$ cat src/rtl/mii_fcs_pkg.sv
package mii_fcs_pkg;

  localparam int unsigned NIB_W     = 4;
  localparam int unsigned BYTE_W    = 8;
  localparam int unsigned CRC_W     = 32;
  localparam int unsigned CHK_BYTES = CRC_W / BYTE_W;

  localparam logic [CRC_W-1:0] CRC_POLY_REFL = 32'hEDB88320;
  localparam logic [CRC_W-1:0] CRC_PRESET    = 32'hFFFFFFFF;
  localparam logic [CRC_W-1:0] CRC_REMAINDER = 32'hC704DD7B;

  localparam logic [NIB_W-1:0] PRE_NIB = 4'h5;
  localparam logic [NIB_W-1:0] SFD_NIB = 4'hD;

  typedef enum logic [1:0] {
    RX_IDLE = 2'd0,
    RX_HUNT = 2'd1,
    RX_DATA = 2'd2
  } rx_state_e;

  // One byte of the reflected CRC-32, least significant data bit first.
  function automatic logic [CRC_W-1:0] crc_step_byte(input logic [CRC_W-1:0] c_in,
                                                      input logic [BYTE_W-1:0] d);
    logic [CRC_W-1:0] c;
    c = c_in ^ {{(CRC_W-BYTE_W){1'b0}}, d};
    for (int i = 0; i < BYTE_W; i++) begin
      c = c[0] ? ((c >> 1) ^ CRC_POLY_REFL) : (c >> 1);
    end
    return c;
  endfunction

  function automatic logic [CRC_W-1:0] bit_flip(input logic [CRC_W-1:0] v);
    logic [CRC_W-1:0] r;
    for (int i = 0; i < CRC_W; i++) r[i] = v[CRC_W-1-i];
    return r;
  endfunction

endpackage

$ cat src/rtl/mii_nib_pack.sv
module mii_nib_pack
  import mii_fcs_pkg::*;
(
  input  logic              clk,
  input  logic              rst_n,
  input  logic              rx_dv,
  input  logic [NIB_W-1:0]  rx_nib,
  output logic [BYTE_W-1:0] byte_q,
  output logic              byte_stb,
  output logic              first_stb,
  output logic              eof_stb,
  output logic              odd_q
);

  rx_state_e         state_q, state_d;
  logic              phase_q, phase_d;
  logic [NIB_W-1:0]  lo_q, lo_d;
  logic              prev5_q, prev5_d;
  logic              pend_q, pend_d;
  logic [BYTE_W-1:0] byte_d;
  logic              stb_d, first_d, eof_d, odd_d;

  always_comb begin
    state_d = state_q;
    phase_d = phase_q;
    lo_d    = lo_q;
    prev5_d = prev5_q;
    pend_d  = pend_q;
    byte_d  = byte_q;
    stb_d   = 1'b0;
    first_d = 1'b0;
    eof_d   = 1'b0;
    odd_d   = odd_q;
    if (!rx_dv) begin
      if (state_q == RX_DATA) begin
        eof_d = 1'b1;
        odd_d = phase_q;
      end
      state_d = RX_IDLE;
      phase_d = 1'b0;
      prev5_d = 1'b0;
    end else begin
      case (state_q)
        RX_IDLE, RX_HUNT: begin
          state_d = RX_HUNT;
          if (prev5_q && (rx_nib == SFD_NIB)) begin
            state_d = RX_DATA;
            phase_d = 1'b0;
            pend_d  = 1'b1;
          end
          prev5_d = (rx_nib == PRE_NIB);
        end
        RX_DATA: begin
          if (!phase_q) begin
            lo_d    = rx_nib;
            phase_d = 1'b1;
          end else begin
            byte_d  = {rx_nib, lo_q};
            stb_d   = 1'b1;
            first_d = pend_q;
            pend_d  = 1'b0;
            phase_d = 1'b0;
          end
        end
        default: state_d = RX_IDLE;
      endcase
    end
  end

  always_ff @(posedge clk or negedge rst_n) begin
    if (!rst_n) begin
      state_q   <= RX_IDLE;
      phase_q   <= 1'b0;
      lo_q      <= '0;
      prev5_q   <= 1'b0;
      pend_q    <= 1'b0;
      byte_q    <= '0;
      byte_stb  <= 1'b0;
      first_stb <= 1'b0;
      eof_stb   <= 1'b0;
      odd_q     <= 1'b0;
    end else begin
      state_q   <= state_d;
      phase_q   <= phase_d;
      lo_q      <= lo_d;
      prev5_q   <= prev5_d;
      pend_q    <= pend_d;
      if (stb_d) byte_q <= byte_d;
      byte_stb  <= stb_d;
      first_stb <= first_d;
      eof_stb   <= eof_d;
      if (eof_d) odd_q <= odd_d;
    end
  end

endmodule

$ cat config.mk
export PLATFORM = sky130hd
export DESIGN_NAME = mii_nib_pack
export DESIGN_NICKNAME = d
export VERILOG_FILES = /design/src/rtl/mii_fcs_pkg.sv /design/src/rtl/mii_nib_pack.sv
export SDC_FILE = /design/constraint.sdc
export NUM_CORES = 1
export LEC_CHECK = 0
export ABC_AREA = 1
export BUFFER_PORTS_ARGS = -buffer_cell sky130_fd_sc_hd__buf_2
export CAP_MARGIN = 30
export CORE_MARGIN = 2
export CORE_UTILIZATION = 52
export DETAILED_ROUTE_END_ITERATION = 10
export PLACE_DENSITY = 0.8
export SYNTH_ARGS = -nofsm -noshare
export SYNTH_HDL_FRONTEND = slang
export SYNTH_SLANG_ARGS = --single-unit
$ cat constraint.sdc
create_clock -name clk -period 1.39 [get_ports clk]
set_input_delay 0.2085 -clock clk [delete_from_list [all_inputs] [get_ports clk]]
set_output_delay 0.2085 -clock clk [all_outputs]
set_load 0.02 [all_outputs]
==> summary.txt, run 1 <==
JOB
----------------------------------------------------------------------------------------
MaxCap Viol Count                                                                      0

LAYOUT
----------------------------------------------------------------------------------------
Relative area change from synthesis to final layout                                11.3%
Fin area                                                                    0.00103 mm^2
Share of final-layout standard cells stronger than drive strength 1                0.239
Post-route insts no fill                                                             142
Antenna cells                                                                          0
Nets                                                                                 125

DETAILED ROUTING
----------------------------------------------------------------------------------------
Number of routed nets with antenna violations                                          0
Total via count after detailed routing                                               701
Via density per instance                                                            4.94
1st-pass router iterations                                                             4
Per-cell routed wire length                                                      11.2 um
Drt first-iter violations                                                             15
Total Routed Length                                                              1590 um
Final routed DRC violation total                                                       0

PLACE
----------------------------------------------------------------------------------------
Cells after DPL                                                                      137
DP Area                                                                         996 um^2
GP Congestion                                                                      0.852
Total half-perimeter wirelength after legalization and detailed placement        1170 um
Port Buf Inserts                                                                      18

YOSYS
----------------------------------------------------------------------------------------
Count leader, synth                                                              nand2_1
Number of register bits inferred by synthesis                                         21
Post-synthesis net count                                                             106
Syn Std Cell Area                                                               927 um^2
Share of the yosys chip area belonging to registers                                0.567
Async set-or-reset flop fraction in the synthesized netlist                         1.00
Gate Count Post-Synth                                                                 99
Largest cells by area after synthesis                                       dfrtp_1 57%, nand2_1 15%, nand4_1 8.1%
EDFF count, synth                                                                      0
Primary flip-flop cell chosen by synthesis mapping                               dfrtp_1
Largest area contributor in the netlist                                          dfrtp_1
Top cell type's share of synthesized area                                          0.567
Synth cell count leaders                                                    38 x nand2_1, 21 x dfrtp_1, 12 x nand4_1
Number of warning messages in the yosys log                                            0
Mean Syn Cell Area                                                             9.37 um^2
Cell variety after synth                                                              17

CTS
----------------------------------------------------------------------------------------
Sinks on the clock net                                                                21
Root Buffer                                                                     clkbuf_4
Total of cells resized after clock tree synthesis                                      0
TritonCTS clock tree                                                                done
Later-pin clock latency in the skew report                                       0.30 ns
Inserted Clock Buffers                                                                 3
Post-CTS Repair Setup Buffers                                                          0
Bufs on Longest Clock Path                                                             2
Cts hold-fix bufs                                                                      1
Clock slew at the register clock pins of the worst setup and hold paths          0.10 ns
Number of H-tree levels                                                                1

TIMING
----------------------------------------------------------------------------------------
Final setup vio count                                                                  0
Total Neg Setup Slack                                                               0 ns
Final period demand of the worst path                                            1.12 ns
Worst-case headroom to the max-slew limit                                          0.702
Worst Hold Margin                                                               0.183 ns
Worst Clk Skew                                                                0.00335 ns
Final count of pins violating max slew                                                 0
Hold Vio Cnt, Final                                                                    0
Highest clock rate                                                               892 MHz
Setup repair after global routing missed its margin                                false
Period Utilization, post-route                                                     0.807
Slew of the pin with the lowest slew margin                                     0.447 ns

WORST SETUP PATH
----------------------------------------------------------------------------------------
Critical-path cell with the highest stage delay                                  dfrtp_1
Required arrival time at the worst endpoint                                      1.59 ns
Worst-path fanout max                                                                 17
Type of element capturing the critical path                                    flip-flop
Type of element launching the critical path                                    flip-flop
Chain of cells forming the critical path                                    nor2_8 > nand3_4 > nand2_1 > nand2_1
Critical setup path kind                                                         reg2reg
Worst endpoint data arrival time                                                 1.32 ns
Most common cell type on the critical path                                       nand2_1
CP max stage delay                                                               0.44 ns

GLOBAL ROUTING
----------------------------------------------------------------------------------------
Via count of the first global-routing pass                                           621
Largest net degree at the start of global routing                                     22
Antenna violations before repair                                                       0
Sum of overflow across all layers after global routing                                 0
Overall Global Routing Usage                                                       0.183
Wire length of the first global-routing pass                                     2610 um

FLOORPLAN
----------------------------------------------------------------------------------------
Overall die width                                                                46.2 um
Die ar.                                                                     0.00214 mm^2
Initial cell density of the core                                                   0.543
Cell Rows                                                                             15
Die Height                                                                       46.2 um
Ports placed on the boundary                                                          19
Area of the core                                                            0.00171 mm^2

POWER
----------------------------------------------------------------------------------------
Switching share of total power                                                     0.219
P_sw                                                                            0.208 mW
Int Pwr                                                                         0.742 mW
PnR Total Power                                                                 0.950 mW
Static Leakage                                                                  0.611 nW
Clk network pwr share                                                              0.294
Maximum vdd drop                                                                0.692 mV
Combinational Power Share                                                          0.051
Sequential Power Share                                                             0.655
Pwr per Cell Area                                                            920 mW/mm^2

HOLD PATH
----------------------------------------------------------------------------------------
Hold WC Path Type                                                                 in2reg

STATUS
----------------------------------------------------------------------------------------
Outcome                                                                     finished, final reports clean

-- state kept, by name (all words and copies together) (netlist names) --
signal / count
pend_q: 1
byte_q: 8
state_q: 2
phase_q: 1
first_stb: 1
lo_q: 4
eof_stb: 1
byte_stb: 1
prev5_q: 1
odd_q: 1
-- logic make-up (layout without fill, tap and decap cells) --
group,after synthesis,count (layout),synth area share
compound gates,4,4,0.0216
buf+inv,15,33,0.0972
flops,21,21,0.567
simple gates,59,59,0.314
-- layer usage --
metal	vias to the layer above	part of all wire	track usage
met3	5	0.046	0.0353
met2	24	0.46	0.281
met5	-	0	0
li1	354	-	-
met4	0	0.030	0.120
met1	318	0.47	0.232
-- final cells by class --
class / instances / area, um^2
Fill cell: 149 / 676
Inverter: 10 / 37.5
Sequential cell: 21 / 526
Timing Repair Buffer: 19 / 100
Tap cell: 25 / 31.3
Multi-Input combinational cell: 63 / 312
Clock buffer: 4 / 26.3
-- worst max-delay path, delay by kind of cell (launching register included) --
| kind | cells | cell delay (ns) |
|---|---|---|
| flops | 1 | 0.44 |
| simple gates | 4 | 0.59 |
-- layout by cell type (no fill, tap or decap), drive strengths merged --
cell type / instances
inv: 10
clkbuf: 4
dfrtp: 21
nand3: 3
nand2: 38
o21ai: 2
nor2: 6
nand4: 12
a21oi: 2
buf: 18
dlygate4sd3: 1
-- worst paths after layout --
kind	start	cells after the start	slack, ns	end
max	state_q[0]	4	0.27	byte_q[3]
min	rx_nib[0]	3	0.18	byte_q[4]
max reg2reg	state_q[0]	4	0.27	byte_q[3]
min reg2reg	byte_q[6]	2	0.48	byte_q[6]
max in group asynchronous	rst_n	2	0.70	state_q[0]
min in group asynchronous	rst_n	2	0.38	byte_q[5]
-- stage by stage --
stage / setup WS [ns] / utilization
3_3_place_gp: 0.309 / 0.583
2_1_floorplan: 0.388 / -
4_1_cts: 0.268 / 0.604
5_1_grt: 0.157 / 0.604
6_report: 0.269 / 0.604
3_5_place_dp: 0.279 / 0.583
-- power by group through the flow --
| stage | registers [mW] | logic [mW] | clock network [mW] |
|---|---|---|---|
| 3_5_place_dp | 0.633 | 0.0472 | 0 |
| 5_1_grt | 0.623 | 0.0560 | 0.321 |
| 6_report | 0.622 | 0.0485 | 0.280 |
| 4_1_cts | 0.622 | 0.0495 | 0.290 |
| 2_1_floorplan | 0.633 | 0.0246 | 0 |
| 3_3_place_gp | 0.633 | 0.0447 | 0 |
Power figures use the tool's default switching activity.
==> inputs of run 2 (changes only) <==
==> constraint.sdc (replaced) <==
create_clock -name clk -period 1.14 [get_ports clk]
set_input_delay 0.171 -clock clk [delete_from_list [all_inputs] [get_ports clk]]
set_output_delay 0.171 -clock clk [all_outputs]
set_load 0.02 [all_outputs]
==> run 2 against run 1 <==
Wire length grew 16%. Sequential cell count is the same. Sequential power grew 22%. Combinational power grew 26%. Utilization grew 3.6 points. Via count grew 6.7%. Setup slack lost 0.18 ns. Die area is the same. Non-clock buffer count grew 5. Largest cell class unchanged.
==> summary.txt, run 2 (synthesis gave the netlist of run 1 again) <==
DETAILED ROUTING
----------------------------------------------------------------------------------------
Via density per instance                                                            5.02
Total via count after detailed routing                                               748
Final routed DRC violation total                                                       0
1st-pass router iterations                                                             4
Drt first-iter violations                                                             18
Number of routed nets with antenna violations                                          0
Total Routed Length                                                              1850 um
Per-cell routed wire length                                                      12.4 um

GLOBAL ROUTING
----------------------------------------------------------------------------------------
Largest net degree at the start of global routing                                     22
Wire length of the first global-routing pass                                     2840 um
Via count of the first global-routing pass                                           651
Antenna violations before repair                                                       0
Sum of overflow across all layers after global routing                                 0
Overall Global Routing Usage                                                       0.189

LAYOUT
----------------------------------------------------------------------------------------
Largest registers                                                           byte_q: 8 flops, lo_q: 4 flops, state_q: 2 flops
Most flops, register                                                              byte_q
Relative area change from synthesis to final layout                                17.9%
Final Core Density                                                                 0.640
Flip-flop count of the largest register after layout                                   8
Nets                                                                                 132
Most common cell after layout, fill and taps aside                               nand2_1
Share of final-layout standard cells stronger than drive strength 1                0.298
Highest-count cells in the layout ignoring fill and taps                    38 x nand2_1, 19 x dfrtp_1, 18 x buf_2
Antenna cells                                                                          0
Layout filler cell count                                                             151

FLOORPLAN
----------------------------------------------------------------------------------------
Overall die width                                                                46.2 um
Area of the core                                                            0.00171 mm^2
Initial cell density of the core                                                   0.543
Die Height                                                                       46.2 um
Cell Rows                                                                             15
Ports placed on the boundary                                                          19
Die ar.                                                                     0.00214 mm^2

TIMING
----------------------------------------------------------------------------------------
Highest clock rate                                                               948 MHz
Hold Vio Cnt, Final                                                                    0
Slew of the pin with the lowest slew margin                                     0.448 ns
Worst-case headroom to the max-slew limit                                          0.701
Worst Clk Skew                                                                0.00571 ns
Final setup vio count                                                                  0
Post-route setup slack                                                         0.0848 ns
Final count of pins violating max slew                                                 0
Final period demand of the worst path                                            1.06 ns
Period Utilization, post-route                                                     0.926

CTS
----------------------------------------------------------------------------------------
Later-pin clock latency in the skew report                                       0.30 ns
Bufs on Longest Clock Path                                                             2
Inserted Clock Buffers                                                                 3
Clock slew at the register clock pins of the worst setup and hold paths          0.11 ns
TritonCTS clock tree                                                                done
Sinks on the clock net                                                                21
Number of H-tree levels                                                                1
Root Buffer                                                                     clkbuf_4

WORST SETUP PATH
----------------------------------------------------------------------------------------
Type of element capturing the critical path                                    flip-flop
Worst endpoint data arrival time                                                 1.26 ns
Type of element launching the critical path                                    flip-flop
Worst-path fanout max                                                                  8
Required arrival time at the worst endpoint                                      1.34 ns
Critical setup path kind                                                         reg2reg

POWER
----------------------------------------------------------------------------------------
Static Leakage                                                                  0.637 nW
Maximum vdd drop                                                                0.823 mV
Pwr per Cell Area                                                           1080 mW/mm^2

PLACE
----------------------------------------------------------------------------------------
Port Buf Inserts                                                                      18
Post-placement worst setup slack                                               0.0473 ns
GP Congestion                                                                      0.840
Total half-perimeter wirelength after legalization and detailed placement        1230 um

STATUS
----------------------------------------------------------------------------------------
Outcome                                                                     finished, final reports clean

JOB
----------------------------------------------------------------------------------------
MaxCap Viol Count                                                                      0

HOLD PATH
----------------------------------------------------------------------------------------
Hold WC Path Type                                                                 in2reg

-- run 2: cell count changes in the layout (fill, tap and decap cells not counted), sizes merged --
cell   delta
nor2      +1
buf       +5
nand3     +1
-- run 2: report_power, final --
part / leakage, nW / total, mW / switching, mW / internal, mW
clock: 0.0150 / 0.356 / 0.219 / 0.137
combinational: 0.334 / 0.0613 / 0.0446 / 0.0166
sequential: 0.288 / 0.760 / 0.00769 / 0.752
-- run 2: critical path, cell delays in order (launching register included) --
cell and delay, ns:
dfrtp_2 0.50, inv_2 0.15, nand3_2 0.15, nand2_1 0.10, nand2_1 0.06
-- run 2: per-stage QoR --
stage | cells | setup TNS [ns] | total power, mW | cell area (um^2) | hold WS [ns]
after floorplan | 99 | 0 | 0.802 | 927 | -0.125
after global placement | 139 | 0 | 0.826 | 1010 | 0.134
after detailed placement | 139 | 0 | 0.830 | 1010 | 0.143
after CTS | 144 | 0 | 1.17 | 1050 | 0.148
after global routing | 149 | -0.0369 | 1.23 | 1090 | 0.154
final | 149 | 0 | 1.18 | 1090 | 0.147
-- run 2: what timing repair did --
action | 4_1_cts | 5_1_grt
endpoints found under the hold margin | 21 | 0
hold buffers | 1 | 0
setup buffers | 0 | 3
gates resized for setup | 0 | 2
endpoints found under the setup margin | 0 | 12
-- run 2: path summary, 6_finish.rpt --
path	cells after the start	startpoint	to	slack, ns
max in group asynchronous	2	rst_n	phase_q	0.47
setup / recovery	4	phase_q	lo_q[3]	0.08
min in group asynchronous	2	rst_n	byte_q[7]	0.34
setup reg to reg	4	phase_q	lo_q[3]	0.08
hold reg to reg	2	byte_q[2]	byte_q[2]	0.48
hold / removal	3	rx_nib[0]	byte_q[4]	0.15
-- run 2: routing by layer --
layer  up-vias  global-route usage  wire [um]  part of all wire
met5         -                   0          0                 0
met4         0              0.0857         23             0.012
li1        371                   -          -                 -
met1       352               0.256        831              0.45
met3         4              0.0353         70             0.038
met2        21               0.292        924              0.50
-- run 2: final cells by class --
cell class | instances | area (um^2) | share of cell area
Timing Repair Buffer | 24 | 138 | 0.126
Clock buffer | 4 | 26.3 | 0.0240
Multi-Input combinational cell | 65 | 333 | 0.304
Tap cell | 25 | 31.3 | 0.0286
Inverter | 10 | 37.5 | 0.0343
Sequential cell | 21 | 528 | 0.483
